$ cat src/rtl/es_pkg.sv
package es_pkg;
  localparam int unsigned SRC_COUNT  = 128;
  localparam int unsigned GROUP_SIZE = 8;
  localparam int unsigned SAMPLE_LEN = 8;
  localparam int unsigned FIFO_DEPTH = 64;

  localparam int unsigned GROUP_COUNT = SRC_COUNT / GROUP_SIZE;
  localparam int unsigned GRP_W       = $clog2(GROUP_COUNT);
  localparam int unsigned WORD_W      = GROUP_SIZE * SAMPLE_LEN;
  localparam int unsigned CTL_W       = 4 + GRP_W;

  // control word bit positions
  localparam int unsigned RST_BIT = 0;
  localparam int unsigned GEN_BIT = 1;
  localparam int unsigned ENT_BIT = 2;
  localparam int unsigned RAW_BIT = 3;
  localparam int unsigned GRP_LSB = 4;

  typedef struct packed {
    logic             flush;
    logic             restart;
    logic             sampleEn;
    logic [GRP_W-1:0] grp;
  } strobe_t;
endpackage

$ cat src/rtl/es_ctrl.sv
module es_ctrl
  import es_pkg::*;
(
  input  logic             clk,
  input  logic             rstN,
  input  logic             ctlWrEn,
  input  logic [CTL_W-1:0] ctlWrData,
  input  logic             rdEn,
  input  logic             fifoEmpty,
  output strobe_t          strb,
  output logic             underflow
);
  logic             genEn, entEn, rawEn;
  logic [GRP_W-1:0] grpSel;
  logic             softRst;

  assign softRst = ctlWrEn && ctlWrData[RST_BIT];

  always_ff @(posedge clk or negedge rstN) begin
    if (!rstN) begin
      genEn  <= 1'b0;
      entEn  <= 1'b0;
      rawEn  <= 1'b0;
      grpSel <= '0;
    end else if (softRst) begin
      genEn  <= 1'b0;
      entEn  <= 1'b0;
      rawEn  <= 1'b0;
      grpSel <= '0;
    end else if (ctlWrEn) begin
      genEn  <= ctlWrData[GEN_BIT];
      entEn  <= ctlWrData[ENT_BIT];
      rawEn  <= ctlWrData[RAW_BIT];
      grpSel <= ctlWrData[GRP_LSB +: GRP_W];
    end
  end

  // empty read sets the flag; a control write clears it
  always_ff @(posedge clk or negedge rstN) begin
    if (!rstN)                   underflow <= 1'b0;
    else if (rdEn && fifoEmpty)  underflow <= 1'b1;
    else if (ctlWrEn)            underflow <= 1'b0;
  end

  always_comb begin
    strb.flush    = softRst;
    strb.restart  = ctlWrEn;
    strb.sampleEn = genEn && entEn && rawEn;
    strb.grp      = grpSel;
  end
endmodule

$ cat src/rtl/es_datapath.sv
module es_datapath
  import es_pkg::*;
#(
  parameter int unsigned NumSrc   = SRC_COUNT,
  parameter int unsigned GrpSize  = GROUP_SIZE,
  parameter int unsigned SmpLen   = SAMPLE_LEN,
  parameter int unsigned Depth    = FIFO_DEPTH
) (
  input  logic                      clk,
  input  logic                      rstN,
  input  logic [NumSrc-1:0]         entIn,
  input  strobe_t                   strb,
  input  logic                      rdEn,
  output logic [GrpSize*SmpLen-1:0] rdData,
  output logic                      rdValid,
  output logic                      fifoEmpty
);
  localparam int unsigned WordW  = GrpSize * SmpLen;
  localparam int unsigned AddrW  = $clog2(Depth);
  localparam int unsigned CntW   = $clog2(SmpLen);
  localparam int unsigned IdxW   = $clog2(NumSrc);
  localparam logic [CntW-1:0]  LastBit = CntW'(SmpLen - 1);
  localparam logic [AddrW:0]   FullCnt = (AddrW+1)'(Depth);

  // two-flop synchronizer on every source
  logic [NumSrc-1:0] syncA, syncB;
  always_ff @(posedge clk or negedge rstN) begin
    if (!rstN) begin
      syncA <= '0;
      syncB <= '0;
    end else begin
      syncA <= entIn;
      syncB <= syncA;
    end
  end

  logic [IdxW-1:0]    grpBase;
  logic [GrpSize-1:0] grpBits;
  assign grpBase = IdxW'(strb.grp) * IdxW'(GrpSize);
  assign grpBits = syncB[grpBase +: GrpSize];

  logic [AddrW:0]   count;
  logic             full, push, pop, sampleStep;
  logic [CntW-1:0]  bitCnt;
  logic [WordW-1:0] nextWord;

  assign full       = (count == FullCnt);
  assign fifoEmpty  = (count == '0);
  assign sampleStep = strb.sampleEn && !full && !strb.restart;
  assign push       = sampleStep && (bitCnt == LastBit);
  assign pop        = rdEn && !fifoEmpty;

  always_ff @(posedge clk or negedge rstN) begin
    if (!rstN)              bitCnt <= '0;
    else if (strb.restart)  bitCnt <= '0;
    else if (sampleStep)    bitCnt <= (bitCnt == LastBit) ? '0 : bitCnt + 1'b1;
  end

  // one shift lane per source of the group; newest sample enters at the top
  for (genvar k = 0; k < GrpSize; k++) begin : g_lane
    logic [SmpLen-1:0] shReg;
    always_ff @(posedge clk or negedge rstN) begin
      if (!rstN)           shReg <= '0;
      else if (sampleStep) shReg <= {grpBits[k], shReg[SmpLen-1:1]};
    end
    assign nextWord[k*SmpLen +: SmpLen] = {grpBits[k], shReg[SmpLen-1:1]};
  end

  // word FIFO
  logic [WordW-1:0] mem [Depth];
  logic [AddrW-1:0] wrPtr, rdPtr;

  always_ff @(posedge clk) begin
    if (push) mem[wrPtr] <= nextWord;
  end

  always_ff @(posedge clk or negedge rstN) begin
    if (!rstN) begin
      wrPtr <= '0;
      rdPtr <= '0;
      count <= '0;
    end else if (strb.flush) begin
      wrPtr <= '0;
      rdPtr <= '0;
      count <= '0;
    end else begin
      if (push) wrPtr <= wrPtr + 1'b1;
      if (pop)  rdPtr <= rdPtr + 1'b1;
      case ({push, pop})
        2'b10:   count <= count + 1'b1;
        2'b01:   count <= count - 1'b1;
        default: count <= count;
      endcase
    end
  end

  always_ff @(posedge clk or negedge rstN) begin
    if (!rstN) begin
      rdValid <= 1'b0;
      rdData  <= '0;
    end else begin
      rdValid <= pop;
      rdData  <= pop ? mem[rdPtr] : '0;
    end
  end
endmodule

$ cat src/rtl/entropy_sampler.sv
module entropy_sampler
  import es_pkg::*;
(
  input  logic                 clk,
  input  logic                 rstN,
  input  logic [SRC_COUNT-1:0] entIn,
  input  logic                 ctlWrEn,
  input  logic [CTL_W-1:0]     ctlWrData,
  input  logic                 rdEn,
  output logic [WORD_W-1:0]    rdData,
  output logic                 rdValid,
  output logic                 fifoEmpty,
  output logic                 underflow
);
  strobe_t strb;

  es_ctrl ctrl_i (
    .clk       (clk),
    .rstN      (rstN),
    .ctlWrEn   (ctlWrEn),
    .ctlWrData (ctlWrData),
    .rdEn      (rdEn),
    .fifoEmpty (fifoEmpty),
    .strb      (strb),
    .underflow (underflow)
  );

  es_datapath #(
    .NumSrc  (SRC_COUNT),
    .GrpSize (GROUP_SIZE),
    .SmpLen  (SAMPLE_LEN),
    .Depth   (FIFO_DEPTH)
  ) dp_i (
    .clk       (clk),
    .rstN      (rstN),
    .entIn     (entIn),
    .strb      (strb),
    .rdEn      (rdEn),
    .rdData    (rdData),
    .rdValid   (rdValid),
    .fifoEmpty (fifoEmpty)
  );
endmodule

$ cat config.mk
export PLATFORM = sky130hd
export DESIGN_NAME = entropy_sampler
export DESIGN_NICKNAME = d
export VERILOG_FILES = /design/src/rtl/es_pkg.sv /design/src/rtl/es_ctrl.sv /design/src/rtl/es_datapath.sv /design/src/rtl/entropy_sampler.sv
export SDC_FILE = /design/constraint.sdc
export NUM_CORES = 2
export LEC_CHECK = 0
export BUFFER_PORTS_ARGS = -buffer_cell sky130_fd_sc_hd__buf_4
export CAP_MARGIN = 0
export CORE_ASPECT_RATIO = 0.6
export CORE_UTILIZATION = 30
export DETAILED_ROUTE_END_ITERATION = 10
export HOLD_SLACK_MARGIN = 0.02
export PLACE_DENSITY = 0.5
export SYNTH_ARGS = -nofsm -noshare
export SYNTH_HDL_FRONTEND = slang
export SYNTH_SLANG_ARGS = --single-unit
$ cat constraint.sdc
create_clock -name clk -period 5.3 [get_ports clk]
set_clock_uncertainty 0.05 [all_clocks]
set_input_delay 0.53 -clock clk [delete_from_list [all_inputs] [get_ports clk]]
set_output_delay 0.53 -clock clk [all_outputs]
set_load 0.03 [all_outputs]
# Word-level counts from Yosys, hierarchy flattened
# Memories as Yosys holds them, arrays and structs flattened.
# Index checks and enable logic that the tools add are counted.
# Widths: inputs -> output; s select.
[totals]
ff_bits = 415
latchBits = 0
mem_bits_rw = 4096
romBits = 0
input_bits = 140
output_inout_bits = 67
wordCells = 72
memories = 1
[op_classes]
addsub = 5
n_mul = 0
n_div = 0
magnitude_cmp = 0
eq_ne = 4
shifts = 1
muxes = 22
bitwise_logic = 0
n_reduce_logical = 18
[memory_table]
columns = ["memory", "words", "word_bits", "read_ports", "rd_ports_with_merged_regs", "write_ports", "line", "source"]
rows = [
  ["dp_i.mem", 64, 64, 1, 0, 1, "es_datapath.sv:70", "logic [WordW-1:0] mem [Depth];"],
]
[op_table]
columns = ["cell", "count"]
rows = [
  ["$shiftx 128x8->8", 1],
  ["$mux 64", 1],
  ["$mux 6", 4],
  ["$pmux 7 s2", 1],
  ["$add 6x1->6 const B", 2],
  ["$mux 1", 10],
  ["$reduce_bool 2->1", 5],
  ["$mux 3", 3],
  ["$logic_and 1x1->1", 8],
  ["$mux 4", 2],
  ["$add 7x1->7 const B", 1],
  ["$eq 7x7->1 const B", 1],
  ["$logic_not 7->1", 1],
  ["$mux 7", 1],
  ["$sub 7x1->7 const B", 1],
  ["$add 3x1->3 const B", 1],
  ["$eq 3x3->1 const B", 1],
  ["$logic_not 1->1", 3],
  ["$reduce_bool 3->1", 1],
  ["$eq 2x1->1 const B", 1],
  ["$eq 2x2->1 const B", 1],
]

# Longest topological paths before layout
[depth]
depth_word = 8
ltp_mapped = 13
ltp_nobuf = 10

# By module
# Synthesis repeated with hierarchy kept, for this count alone.
[unflattened]
hier_cells = 6935
area_unflattened_um2 = 168441.5
[by_module_without_submodules]
columns = ["mod", "instances", "cells_each", "area_each_um2", "seq_area_each_um2"]
rows = [
  ["es_datapath", 1, 6912, 168113.7, 132982.5],
  ["es_ctrl", 1, 23, 327.8, 200.2],
]

# Least setup slack after synthesis
# No wires, ideal clock.
[synth_path]
path_kind = "reg2reg"
start = "register dp_i.count[2]"
end = "memory dp_i.mem[61][0] in the netlist's numbering (enable)"
setup_ns = 0.487
t_arrival_ns = 4.581
required_time_ns = 4.763
slack_ns = 0.183
path_stages_with_launch = 7
period_less_slack_ns = 5.117
cell_sequence = "dfrtp_1 -> clkbuf_1 -> nor2_1 -> a311oi_2 -> clkbuf_1 -> nand3_1 -> nor2_1"
[synth_via]
elab_chain_len = 7
[synth_rtl]
columns = ["element", "line", "source"]
rows = [
  ["start, declared", "es_datapath.sv:42", "logic [AddrW:0] count;"],
  ["start signal, assigned", "es_datapath.sv:90", "2'b10: count <= count + 1'b1;"],
  ["start signal, assigned", "es_datapath.sv:91", "2'b01: count <= count - 1'b1;"],
  ["start signal, assigned", "es_datapath.sv:92", "default: count <= count;"],
  ["$eq 7x7->1", "es_datapath.sv:47", "assign full = (count == FullCnt);"],
  ["$logic_not 1->1", "es_datapath.sv:49", "assign sampleStep = strb.sampleEn && !full && !strb.restart;"],
  ["$logic_and 1x1->1 (2 in series)", "es_datapath.sv:49", ""],
  ["$logic_and 1x1->1", "es_datapath.sv:50", "assign push = sampleStep && (bitCnt == LastBit);"],
  ["$mux 1", "es_datapath.sv:74", "if (push) mem[wrPtr] <= nextWord;"],
  ["$mux 1 (not written as such)", "es_datapath.sv:74", ""],
  ["end, declared", "es_datapath.sv:70", ""],
]
# Every way passes these cells.

# Final worst setup path
[layout_path]
start = "register dp_i.rdPtr[2]"
end = "register dp_i.rdData[1]"
[layout_via]
elab_chain_len = 2
[layout_rtl]
columns = ["element", "line", "source"]
rows = [
  ["start, declared", "es_datapath.sv:71", "logic [AddrW-1:0] wrPtr, rdPtr;"],
  ["start signal, assigned", "es_datapath.sv:88", "if (pop) rdPtr <= rdPtr + 1'b1;"],
  ["$mem_v2 64x64", "--", ""],
  ["$mux 64", "es_datapath.sv:103", "rdData <= pop ? mem[rdPtr] : '0;"],
  ["end signal, assigned", "es_datapath.sv:103", ""],
  ["end, declared", "es_datapath.sv:14", "output logic [GrpSize*SmpLen-1:0] rdData,"],
]
# Every way passes these cells.
# A chain may end at the register's enable or synchronous reset.

==> results.json <==
{
  "outcome": "finished, final reports clean",
  "coreArea_sq_um": 557000,
  "cts_resized": 0,
  "timing.final.crit_share": 0.820,
  "hp-class": "in -> async",
  "rsz0062_at_grt": "no",
  "tns_ns": 0,
  "ir_worst_vdd_uv": 284,
  "fp.dieH_microns": 582,
  "worstSetupPathType": "reg -> reg",
  "start_util": 0.302,
  "grt_max_degree": 188,
  "cts_tree": "done",
  "cp.required_ns": 6.18,
  "relSlewSlack": 0.0149,
  "gr-total-overflow": 0,
  "die-area_sq_um": 563000,
  "synth.distinct_cells": 65,
  "post_cts_buffers": 0,
  "grt_first_pass_wirelength_microns": 737000,
  "synth.avg_cell_area_sq_um": 22.7,
  "powerDensity_nw_per_um2": 355,
  "yosys-top-cells-area": "edfxtp_1 73%, mux4_2 12%, dfrtp_1 6.1%, mux2i_1 2.3%, o22ai_1 0.63%",
  "dp_hpwl_microns": 320000,
  "portBuffers": 206,
  "rr_worst_depth": 8,
  "antenna_found_initial": 47,
  "cts_hold_buf": 151,
  "clock-root-buffer": "clkbuf_16",
  "htree_num_levels": 5,
  "finalCriticalPeriod_ns": 4.34,
  "cts_buffers": 408,
  "grt_pass1_vias": 84700,
  "hold_viol": 0,
  "synth_seq_cells": 4503,
  "wl_per_cell_microns": 34.3,
  "ys_async_sr_fraction": 0.0904,
  "critPathCaptureType": "flop",
  "arrival_ns": 5.22,
  "ys_warn_count": 0,
  "dpl.cell_count": 15000,
  "p_leak_nw": 60.1,
  "cap_violations": 0,
  "initialDrtViolationCount": 12500,
  "gp_congestion": 0.794,
  "cts_buffer_depth": 4,
  "worst_slew_pin_slew_ns": 1.48,
  "fin_hold_ws_ns": 0.0626,
  "setup_viol": 0,
  "synth_seq_area_share": 0.793,
  "synth_ff_type": "edfxtp_1",
  "drtPass1Iterations": 5,
  "syn2layout_area_growth_pct": 17.1,
  "netlist_instances": 7409,
  "synth_area_leader_cell": "edfxtp_1",
  "clk_latency_ns": 1.00,
  "vias": 86000,
  "finalNetCount": 8298,
  "path_clk_slew_ns": 0.06,
  "synthesis.nets": 7554,
  "slew_viol_final": 0,
  "drive_gt1_frac": 0.279,
  "fmax_mhz": 230,
  "vias_per_cell": 5.41,
  "synth.top_cell.area_share": 0.732,
  "ant_nets": 0,
  "routed_wirelength_microns": 546000,
  "fp.dieW_microns": 968,
  "clock_sinks": 4503,
  "ios": 207,
  "final_cells": 15900,
  "synth_edf_count": 4096,
  "synthesis.area_sq_um": 168000,
  "rows": 212,
  "critPathLaunchType": "flop",
  "cp_max_fo": 32,
  "gr-usage-all-layers": 0.189,
  "drc_errors": 0
}
-- placed cells by master, fill, tap and decap left out, types with 29 or more instances in the layout --
cell,synthesis,routed
dfrtp_1,407,369
clkbuf_1,189,93
a211oi_1,60,59
a221oi_1,65,65
clkbuf_16,0,413
dfrtp_2,0,32
clkinv_2,0,77
nand2_1,69,63
a22o_1,40,40
clkinv_1,1,67
o22ai_1,168,168
a21oi_1,78,78
mux2i_1,387,387
buf_12,0,115
o21ai_0,87,87
o221ai_1,42,42
nor2_4,0,66
clkbuf_8,0,29
dlygate4sd3_1,0,151
mux2_2,93,93
mux4_2,930,930
edfxtp_1,4096,4096
a22oi_1,86,86
buf_4,65,479
nor2_1,116,46
-- flip-flops by register name, indices dropped and copies added (netlist names), 3 cells and up --
signal             count
dp_i.syncA           128
dp_i.syncB           128
dp_i.bitCnt            3
dp_i.mem            4096
dp_i.rdPtr             6
dp_i.g_lane.shReg     56
dp_i.rdData           64
ctrl_i.grpSel          4
dp_i.count             7
dp_i.wrPtr             6
-- logic make-up after synthesis --
kind of cell,count (synthesis),synth area share
and+or+nand+nor,335,0.00985
xor gates and xnor gates,11,0.000574
adders and majority gates,5,0.000372
AOI/OAI and AO/OA,720,0.0304
DFF,4503,0.793
muxes,1410,0.154
buffers and inverters,425,0.0120
-- cell usage after synthesis (all sizes together), types with 10 or more instances --
master	number
a211o	12
clkbuf	189
inv	12
nor4	10
nor3	16
a22o	40
o22a	12
a221oi	65
a211oi	60
or3	10
nand3	27
nand2	69
o2111ai	18
mux2i	387
a22oi	86
dfrtp	407
edfxtp	4096
mux2	93
o221ai	43
a21oi	78
nor2b	21
o21ai	89
nor2	116
or4	23
mux4	930
o22ai	168
buf	223
-- routing by layer --
layer / wire, microns / global-route usage / vias to the layer above
li1: - / - / 32900
met4: 11500 / 0.0354 / 6
met2: 231000 / 0.271 / 4693
met3: 54700 / 0.0378 / 659
met1: 248000 / 0.297 / 47700
met5: 34 / 0 / -
-- cell type report --
cell class	instances	area, sq um
timing repair buffer	746	7420
sequential	4503	133000
antenna	16	40.0
clock buffer	538	11100
fill	50800	360000
tap	7383	9240
inverter	13	48.8
clock inverter	229	2200
multi-input combinational	2481	33400
-- worst paths after layout --
path	startpoint	endpoint	slack, ns
max reg2reg	dp_i.rdPtr[2]$_DFFE_PN0P_	dp_i.rdData[1]$_DFF_PN0_	0.96
max	dp_i.rdPtr[2]$_DFFE_PN0P_	dp_i.rdData[1]$_DFF_PN0_	0.96
max in group asynchronous	rstN	dp_i.syncB[25]$_DFF_PN0_	3.66
min	rstN	dp_i.g_lane[3].shReg[4]$_DFFE_PN0P_	0.06
min reg2reg	dp_i.syncA[80]$_DFF_PN0_	dp_i.syncB[80]$_DFF_PN0_	0.28
min in group clk	entIn[70]	dp_i.syncA[70]$_DFF_PN0_	0.14
-- worst max-delay path, stage by stage, from the launching register on --
cell	delay, ns
dfrtp_4	1.02
buf_12	0.35
nor2b_2	0.10
nand2_4	0.56
buf_4	0.51
o22ai_1	0.13
nor4_1	1.07
buf_4	0.25
a22o_1	0.12
-- report_power, final --
part	switching [mW]	internal [mW]
sequential	0.119	38.9
clock	13.7	16.2
combinational	0.717	0.262
total	14.5	55.4
-- through the flow --
stage	power, mW	utilization	worst slack [ns]	instance area, sq um
floorplan	40.1	-	0.183	168000
finish	69.9	0.353	0.957	197000
detailed placement	40.7	0.327	1.01	182000
global placement	40.6	0.327	0.937	182000
global route	71.7	0.353	0.913	197000
CTS	70.4	0.353	0.977	197000
No activity file was read; power rests on OpenSTA's default activity.
